**config.mk**
```make
export PLATFORM = sky130hd
export DESIGN_NAME = serial_mult_sequencer
export DESIGN_NICKNAME = d
export VERILOG_FILES = /design/src/rtl/serial_mult_seq_pkg.sv /design/src/rtl/pass_counter.sv /design/src/rtl/seq_fsm.sv /design/src/rtl/strobe_decode.sv /design/src/rtl/serial_mult_sequencer.sv
export SDC_FILE = /design/constraint.sdc
export NUM_CORES = 1
export LEC_CHECK = 0
export CORE_AREA = 8 8 45 47
export CTS_BUF_LIST = sky130_fd_sc_hd__clkbuf_16
export DETAILED_ROUTE_END_ITERATION = 10
export DIE_AREA = 0 0 53 55
export GPL_TIMING_DRIVEN = 1
export HOLD_SLACK_MARGIN = 0.05
export SLEW_MARGIN = 20
export SYNTH_ARGS = -nofsm -noshare
export SYNTH_HDL_FRONTEND = slang
export SYNTH_SLANG_ARGS = --single-unit
```
**constraint.sdc**
```tcl
create_clock -name clk -period 2.2 [get_ports clk]
set_clock_uncertainty 0.05 [all_clocks]
set_input_delay 0.44 -clock clk [delete_from_list [all_inputs] [get_ports clk]]
set_output_delay 0.44 -clock clk [all_outputs]
set_load 0.01 [all_outputs]
```
**src/rtl/serial_mult_seq_pkg.sv**
```systemverilog
package serial_mult_seq_pkg;
   typedef enum logic [1:0] {
      ST_IDLE  = 2'd0,
      ST_INNER = 2'd1,
      ST_STEP  = 2'd2,
      ST_DONE  = 2'd3
   } seq_state_t;

   typedef struct packed {
      logic shift_mcand;
      logic sel_sum;
      logic shift_hi;
      logic shift_mplier;
      logic shift_lo;
      logic done;
   } strobe_t;
endpackage

```
**src/rtl/pass_counter.sv**
```systemverilog
module pass_counter #(
   parameter int LIMIT = 4
) (
   input  logic clk,
   input  logic rst,
   input  logic ce,
   input  logic clr,
   output logic tc
);
   localparam int CW = (LIMIT > 2) ? $clog2(LIMIT) : 1;
   localparam logic [CW-1:0] LAST = CW'(LIMIT - 1);
   localparam bit POW2 = (LIMIT == (1 << CW));

   logic [CW-1:0] q;

   initial begin
      if (LIMIT < 2) $error("pass_counter: LIMIT must be at least 2 (R8)");
   end

   always_ff @(posedge clk) begin
      if (rst || clr) q <= '0;
      else if (ce)    q <= q + 1'b1;
   end

   generate
      if (POW2) begin : g_tc_and
         assign tc = &q;
      end else begin : g_tc_cmp
         assign tc = (q == LAST);
      end
   endgenerate

   assert_count_step_R4: assert property (@(posedge clk) disable iff (rst)
      (ce && !clr && !tc) |=> (q == $past(q) + 1'b1));
   assert_count_clear_R4: assert property (@(posedge clk) disable iff (rst)
      clr |=> (q == '0));
   assert_count_hold_R4: assert property (@(posedge clk) disable iff (rst)
      (!ce && !clr) |=> $stable(q));
endmodule

```
**src/rtl/seq_fsm.sv**
```systemverilog
module seq_fsm
   import serial_mult_seq_pkg::*;
(
   input  logic       clk,
   input  logic       rst,
   input  logic       start,
   input  logic       inner_last,
   input  logic       outer_last,
   output seq_state_t state,
   output logic       inner_ce,
   output logic       inner_clr,
   output logic       outer_ce,
   output logic       outer_clr
);
   seq_state_t nxt;

   always_comb begin
      nxt = state;
      unique case (state)
         ST_IDLE:  if (start) nxt = ST_INNER;
         ST_INNER: if (inner_last) nxt = ST_STEP;
         ST_STEP:  nxt = outer_last ? ST_DONE : ST_INNER;
         ST_DONE:  nxt = ST_IDLE;
         default:  nxt = ST_IDLE;
      endcase
   end

   always_ff @(posedge clk) begin
      if (rst) state <= ST_IDLE;
      else     state <= nxt;
   end

   assign inner_ce  = (state == ST_INNER);
   assign inner_clr = (state == ST_STEP) || (state == ST_IDLE);
   assign outer_ce  = (state == ST_STEP);
   assign outer_clr = (state == ST_IDLE) || (state == ST_DONE);

   assert_step_after_inner_R4: assert property (@(posedge clk) disable iff (rst)
      (state == ST_STEP) |-> ($past(state) == ST_INNER));
   assert_done_after_step_R5: assert property (@(posedge clk) disable iff (rst)
      (state == ST_DONE) |-> ($past(state) == ST_STEP));
   assert_busy_ignores_start_R6: assert property (@(posedge clk) disable iff (rst)
      (state == ST_DONE) |=> (state == ST_IDLE));
endmodule

```
**src/rtl/strobe_decode.sv**
```systemverilog
module strobe_decode
   import serial_mult_seq_pkg::*;
(
   input  seq_state_t state,
   output strobe_t    strb
);
   always_comb begin
      strb = '0;
      unique case (state)
         ST_INNER: begin
            strb.shift_mcand = 1'b1;
            strb.sel_sum     = 1'b1;
            strb.shift_hi    = 1'b1;
         end
         ST_STEP: begin
            strb.shift_mplier = 1'b1;
            strb.shift_hi     = 1'b1;
            strb.shift_lo     = 1'b1;
         end
         ST_DONE: strb.done = 1'b1;
         default: strb = '0;
      endcase
   end
endmodule

```
**src/rtl/serial_mult_sequencer.sv**
```systemverilog
module serial_mult_sequencer
   import serial_mult_seq_pkg::*;
#(
   parameter int N = 4
) (
   input  logic clk,
   input  logic rst,
   input  logic start,
   output logic shift_mcand,
   output logic sel_sum,
   output logic shift_hi,
   output logic shift_mplier,
   output logic shift_lo,
   output logic done
);
   seq_state_t state;
   strobe_t    strb;
   logic inner_last, outer_last;
   logic inner_ce, inner_clr, outer_ce, outer_clr;

   initial begin
      if (N < 2) $error("serial_mult_sequencer: N must be at least 2 (R8)");
   end

   seq_fsm u_fsm (
      .clk(clk), .rst(rst), .start(start),
      .inner_last(inner_last), .outer_last(outer_last),
      .state(state),
      .inner_ce(inner_ce), .inner_clr(inner_clr),
      .outer_ce(outer_ce), .outer_clr(outer_clr)
   );

   pass_counter #(.LIMIT(N)) u_inner (
      .clk(clk), .rst(rst), .ce(inner_ce), .clr(inner_clr), .tc(inner_last)
   );

   pass_counter #(.LIMIT(N)) u_outer (
      .clk(clk), .rst(rst), .ce(outer_ce), .clr(outer_clr), .tc(outer_last)
   );

   strobe_decode u_dec (.state(state), .strb(strb));

   assign shift_mcand  = strb.shift_mcand;
   assign sel_sum      = strb.sel_sum;
   assign shift_hi     = strb.shift_hi;
   assign shift_mplier = strb.shift_mplier;
   assign shift_lo     = strb.shift_lo;
   assign done         = strb.done;

   assert_group_exclusive_R7: assert property (@(posedge clk) disable iff (rst)
      $onehot0({shift_mcand, shift_mplier, done}));
   assert_inner_pattern_R3: assert property (@(posedge clk) disable iff (rst)
      shift_mcand |-> (sel_sum && shift_hi && !shift_lo));
   assert_step_then_inner_R4: assert property (@(posedge clk) disable iff (rst)
      (shift_mplier && !outer_last) |=> shift_mcand);
   assert_done_single_R5: assert property (@(posedge clk) disable iff (rst)
      done |=> !done);
   assert_start_no_restart_R6: assert property (@(posedge clk) disable iff (rst)
      (shift_mcand && start) |=> (shift_mcand || shift_mplier));
endmodule

```
# [After elaboration in Yosys (flattened, before gate mapping)]
# Index checks and enable logic that the tools add are counted.
[word_totals] inputBits=3 memories=0 regBits=6 rom_bits=0 latch_bits=0 mem_bits_rw=0
[op_classes] n_reduce_logical=9 div_mod_pow=0 shift=0 add_sub_neg=2 order_cmp=0 mul=0 bitwise_logic=0 muxes=8 eq_ne=5
[ops] op="two-way mux 2 bit" count=5
[ops] op="case mux 2 bit (4 select lines)" count=1
[ops] op="AND reduction 2 bit" count=3
[ops] op="adder 2 x 1 -> 2 bit, second input constant" count=2
[ops] op="== test 2 bit, second input constant" count=2
[ops] op="logical OR 1 bit" count=4
[ops] op="inequality test 2 bit, second input constant" count=2
[ops] op="== test 2 x 1 -> 1 bit, second input constant" count=1
[ops] op="logical NOT 2 bit" count=1
[ops] op="two-way mux 1 bit" count=2
[ops] op="OR reduction 2 bit" count=1

# [Depth between registers and ports, before layout]
# Gate-level depths: netlist of run 1.
[depth] ltp_word=3 mapped_depth=5 ltp_nobuf=5

# [Hierarchy]
# A second synthesis of run 1 with hierarchy kept.
[unflattened] cells_unflattened=40 area_unflattened_um2=409.1
[modules_own_cells] mod="pass_counter" n_inst=2 cells_each=7 area_per_inst_um2=91.3 seq_area_each_um2=40.0
[modules_own_cells] mod="seq_fsm" n_inst=1 cells_each=18 area_per_inst_um2=162.7 seq_area_each_um2=40.0
[modules_own_cells] mod="strobe_decode" n_inst=1 cells_each=8 area_per_inst_um2=63.8 seq_area_each_um2=0.0

# [Worst setup path after synthesis of run 1]
# No wires, ideal clock.
[synth_path] kind="reg2out" start="reg u_fsm.state[0]" end="out shift_mplier" t_arrival_ns=0.909 slack_ns=0.801 stages_incl_launch_ff=4 path_buffers=1 cell_sequence="dfxtp_1 inv_1 ha_1 buf_4"
[synth_via] elab_chain_cells=2
[synth_rtl] item="start: declaration" line="seq_fsm.sv:9" rtl="output seq_state_t state,"
[synth_rtl] item="start signal: assignment" line="seq_fsm.sv:30" rtl="else state <= nxt;"
[synth_rtl] item="== test 2 bit" line="strobe_decode.sv:9" rtl="unique case (state)"
[synth_rtl] item="two-way mux 2 bit" line="strobe_decode.sv:9"
[synth_rtl] item="end: declaration" line="serial_mult_sequencer.sv:12" rtl="output logic shift_mplier,"
# Every way passes these cells.

# [Worst setup path after layout of run 1]
[layout_path] start="reg u_fsm.state[1]" end="out shift_hi"
[layout_via] elab_chain_cells=3
[layout_rtl] item="== test 2 x 1 -> 1 bit or == test 2 bit (tied branches)" line="strobe_decode.sv:9"
[layout_rtl] item="OR reduction 2 bit (no line) (*)"
[layout_rtl] item="two-way mux 1 bit (*)" line="strobe_decode.sv:9"
[layout_rtl] item="end: declaration" line="serial_mult_sequencer.sv:11" rtl="output logic shift_hi,"
# Mark *: on every way between the ends. The rest lies on a longest branch, timed or not.

==> summary.md, run 1 <==
| Metric | Value |
|---|---|
| Result of the run | `finished clean` |
| Buffers on Ports | `8` |
| Max-slew violation count | `0` |
| # IOs | `9` |
| Layout net count | `58` |
| Synth unique cells | `17` |
| CTS Hold Bufs | `0` |
| Predominant post-synthesis flop cell | `dfxtp_1` |
| DRT Wirelength | `692 µm` |
| Die W | `53 µm` |
| Final non-filler cell total | `61` |
| Startpoint types | `flip-flop` |
| Worst r2r src | `u_fsm.state[1]` |
| Clock Tree Buf Depth | `2` |
| Overall via count from detail_route | `266` |
| Power per cell area | `1410 nW/µm²` |
| Die Y | `55 µm` |
| Setup bufs post-CTS | `0` |
| GR Overflow Total | `0` |
| Yosys Warn Count | `0` |
| Worst Setup SP | `u_fsm.state[1]` |
| R2R setup slack | `0.70 ns` |
| Post-Syn Instances | `36` |
| Placed cell areas | `463 µm²` |
| Worst r2r dst | `u_fsm.state[1]` |
| Multi-input logic area | `235 µm²` |
| Peak fanout along the critical path | `6` |
| Max_slew headroom | `83.3%` |
| Worst slew pin tran | `0.248 ns` |
| Die area | `2920 µm²` |
| RSZ-0062 raised after global routing | `false` |
| Final setup vio count | `0` |
| CTS tree | `yes` |
| Leakage power | `0.223 nW` |
| Row cnt | `14` |
| Peak Freq | `0.476 GHz` |
| Synth top area share | `31.8%` |
| Total GRT Usage | `5.74%` |
| Period minus WS final | `2.10 ns` |
| Wire per inst | `11.3 µm` |
| First-pass GRT wire length | `1.16 mm` |
| DR iter-0 viols | `3` |
| Placer Congestion | `0.672` |
| H-tree depth | `1` |
| Post-DP HPWL | `533 µm` |
| Fillers | `156` |
| Mapped Nets | `47` |
| Area leader, netlist | `dfxtp_1` |
| Synthesized area | `378 µm²` |
| # resized after CTS | `0` |
| CTS root buf | `clkbuf_16` |
| Length of the first detailed-routing pass in iterations | `2` |
| Detail Route Antenna Nets | `0` |
| Ranking of synthesized cells by area | `dfxtp_1 32%, ha_1 26%, mux2i_1 5.3%` |
| Setup crit end | `shift_hi` |
| Reg2Reg Depth | `5` |
| Initial antenna violation count | `0` |
| Vias in the first global route | `264` |
| Mean Syn Cell Area | `10.5 µm²` |
| Max_cap viols | `0` |
| Finished Cell Area | `538 µm²` |
| Sequential cell area | `120 µm²` |
| Area Overhead vs Synth | `42.4%` |
| Critical Path AT | `1.61 ns` |
| Num CTS Buffers | `3` |
| WS Path Type | `flip-flop to primary output` |
| Clock sinks | `6` |
| EDFF count, synth | `0` |
| Peak VDD IR | `0.591 mV` |
| Antenna cell count | `0` |
| Share of post-route cells with drive strength above 1 | `13.3%` |
| Required @ worst endpoint | `1.71 ns` |
| Inst Count DP | `58` |
| Initial Util | `27.3%` |
| Asr flop ratio synth | `0%` |
| DRC | `0` |
| Clk slew on worst S/H paths | `0.03 ns` |
| Avg Vias per Cell | `4.36` |
| Hold Violations, Final | `0` |
| Setup TNS | `0 ns` |
| Worst hold path type | `flip-flop to flip-flop` |
| Most numerous cell in the Yosys netlist | `ha_1` |
| Seq cells post-synth | `6` |
| Largest net degree at the start of global routing | `7` |
| Top post-synthesis cells by count | `8 x ha_1, 6 x dfxtp_1, 3 x nor2_1` |
| Later-pin clock latency in the skew report | `0.22 ns` |
| Tcrit/Tclk final | `95.5%` |
| Sequential fraction of the synthesis area | `31.8%` |
| Core footprint | `1380 µm²` |
| Element type at the critical path end | `primary output` |
==> cell usage in the layout (no fill, tap or decap), drive strengths merged <==
master         synthesis  final
a311oi                 1      1
clkbuf                 0      3
and2                   1      1
or2b                   1      1
nand2b                 2      2
clkdlybuf4s50          0      8
dfxtp                  6      6
nor2                   3      3
nand2                  1      1
nor4                   2      2
inv                    2      2
xnor2                  2      2
a31oi                  1      1
mux2i                  2      2
o21a                   1      1
ha                     8      8
a21oi                  1      1
==> power breakdown <==
| part | total, mW | internal (mW) | switching (mW) |
|---|---|---|---|
| Combinational | 0.315 | 0.169 | 0.145 |
| Sequential | 0.157 | 0.130 | 0.0270 |
| Clock | 0.289 | 0.233 | 0.0563 |
==> stage by stage <==
| step | setup WS, ns | util [%] | hold slack, ns | power (mW) |
|---|---|---|---|---|
| detailed placement | 0.329 | 33.5 | 0.454 | 0.473 |
| floorplan | 0.801 | - | 0.415 | 0.375 |
| CTS | 0.0868 | 38.9 | 0.464 | 0.771 |
| global route | 0.0230 | 38.9 | 0.503 | 0.813 |
| global placement | 0.339 | 33.5 | 0.436 | 0.472 |
| finish | 0.0996 | 38.9 | 0.458 | 0.761 |
==> logic make-up after synthesis <==
kind of cell	share of synthesized area [%]
muxes	5.30
adders and majority gates	26.5
AOI/OAI and AO/OA	8.94
xor gates and xnor gates	4.64
and+or+nand+nor	16.9
DFF	31.8
buffers and inverters	5.96
==> worst min-delay path by stage <==
stage / end / cells after the start / slack [ns] / startpoint
2_1_floorplan: u_outer.q[1] / 2 / 0.41 / u_outer.q[1]
3_3_place_gp: u_outer.q[1] / 2 / 0.44 / u_outer.q[1]
3_5_place_dp: u_outer.q[1] / 2 / 0.45 / u_outer.q[1]
4_1_cts: u_outer.q[1] / 2 / 0.46 / u_outer.q[1]
5_1_grt: u_outer.q[1] / 2 / 0.50 / u_outer.q[1]
6_report: u_outer.q[1] / 2 / 0.46 / u_outer.q[1]
==> critical path: stages (launching register included) <==
cell and delay [ns]:
dfxtp_1 0.42, inv_1 0.12, ha_1 0.31, clkdlybuf4s50_1 0.54
==> area by class of cell <==
class / count / area share, %
tap: 16 / 3.72
multi-input combinational: 26 / 43.7
inverter: 2 / 1.40
sequential: 6 / 22.3
timing repair buffer: 8 / 14.9
clock buffer: 3 / 14.0
==> per-layer routing <==
| layer | wire (µm) | vias to the layer above | global-route usage, % |
|---|---|---|---|
| met5 | 0 | - | 0 |
| met4 | 0 | 0 | 5.17 |
| met3 | 87 | 0 | 2.94 |
| met2 | 253 | 9 | 7.23 |
| met1 | 351 | 118 | 6.84 |
| li1 | - | 139 | - |
==> state kept, by name, summed over array words and instances (netlist names) <==
name / flops
u_fsm.state: 2
u_inner.q: 2
u_outer.q: 2
Note: power is estimated with default switching activity, not from simulation.
==> run 2: changes to the inputs <==
Settings changed: SKIP_CTS_REPAIR_TIMING set to 1.
Clock period 2.2 ns to 2.65 ns, I/O delays scaled along.
==> results of run 2 <==
Same layout as run 1 (identical final DEF). Status: finished clean.
Main changes from that run: setup slack after placement 0.329 ns -> 0.689 ns; setup slack after layout 0.0996 ns -> 0.460 ns; register-to-register setup slack 0.70 ns -> 1.15 ns; total power 0.761 mW -> 0.632 mW; worst IR drop on VDD 0.591 mV -> 0.490 mV
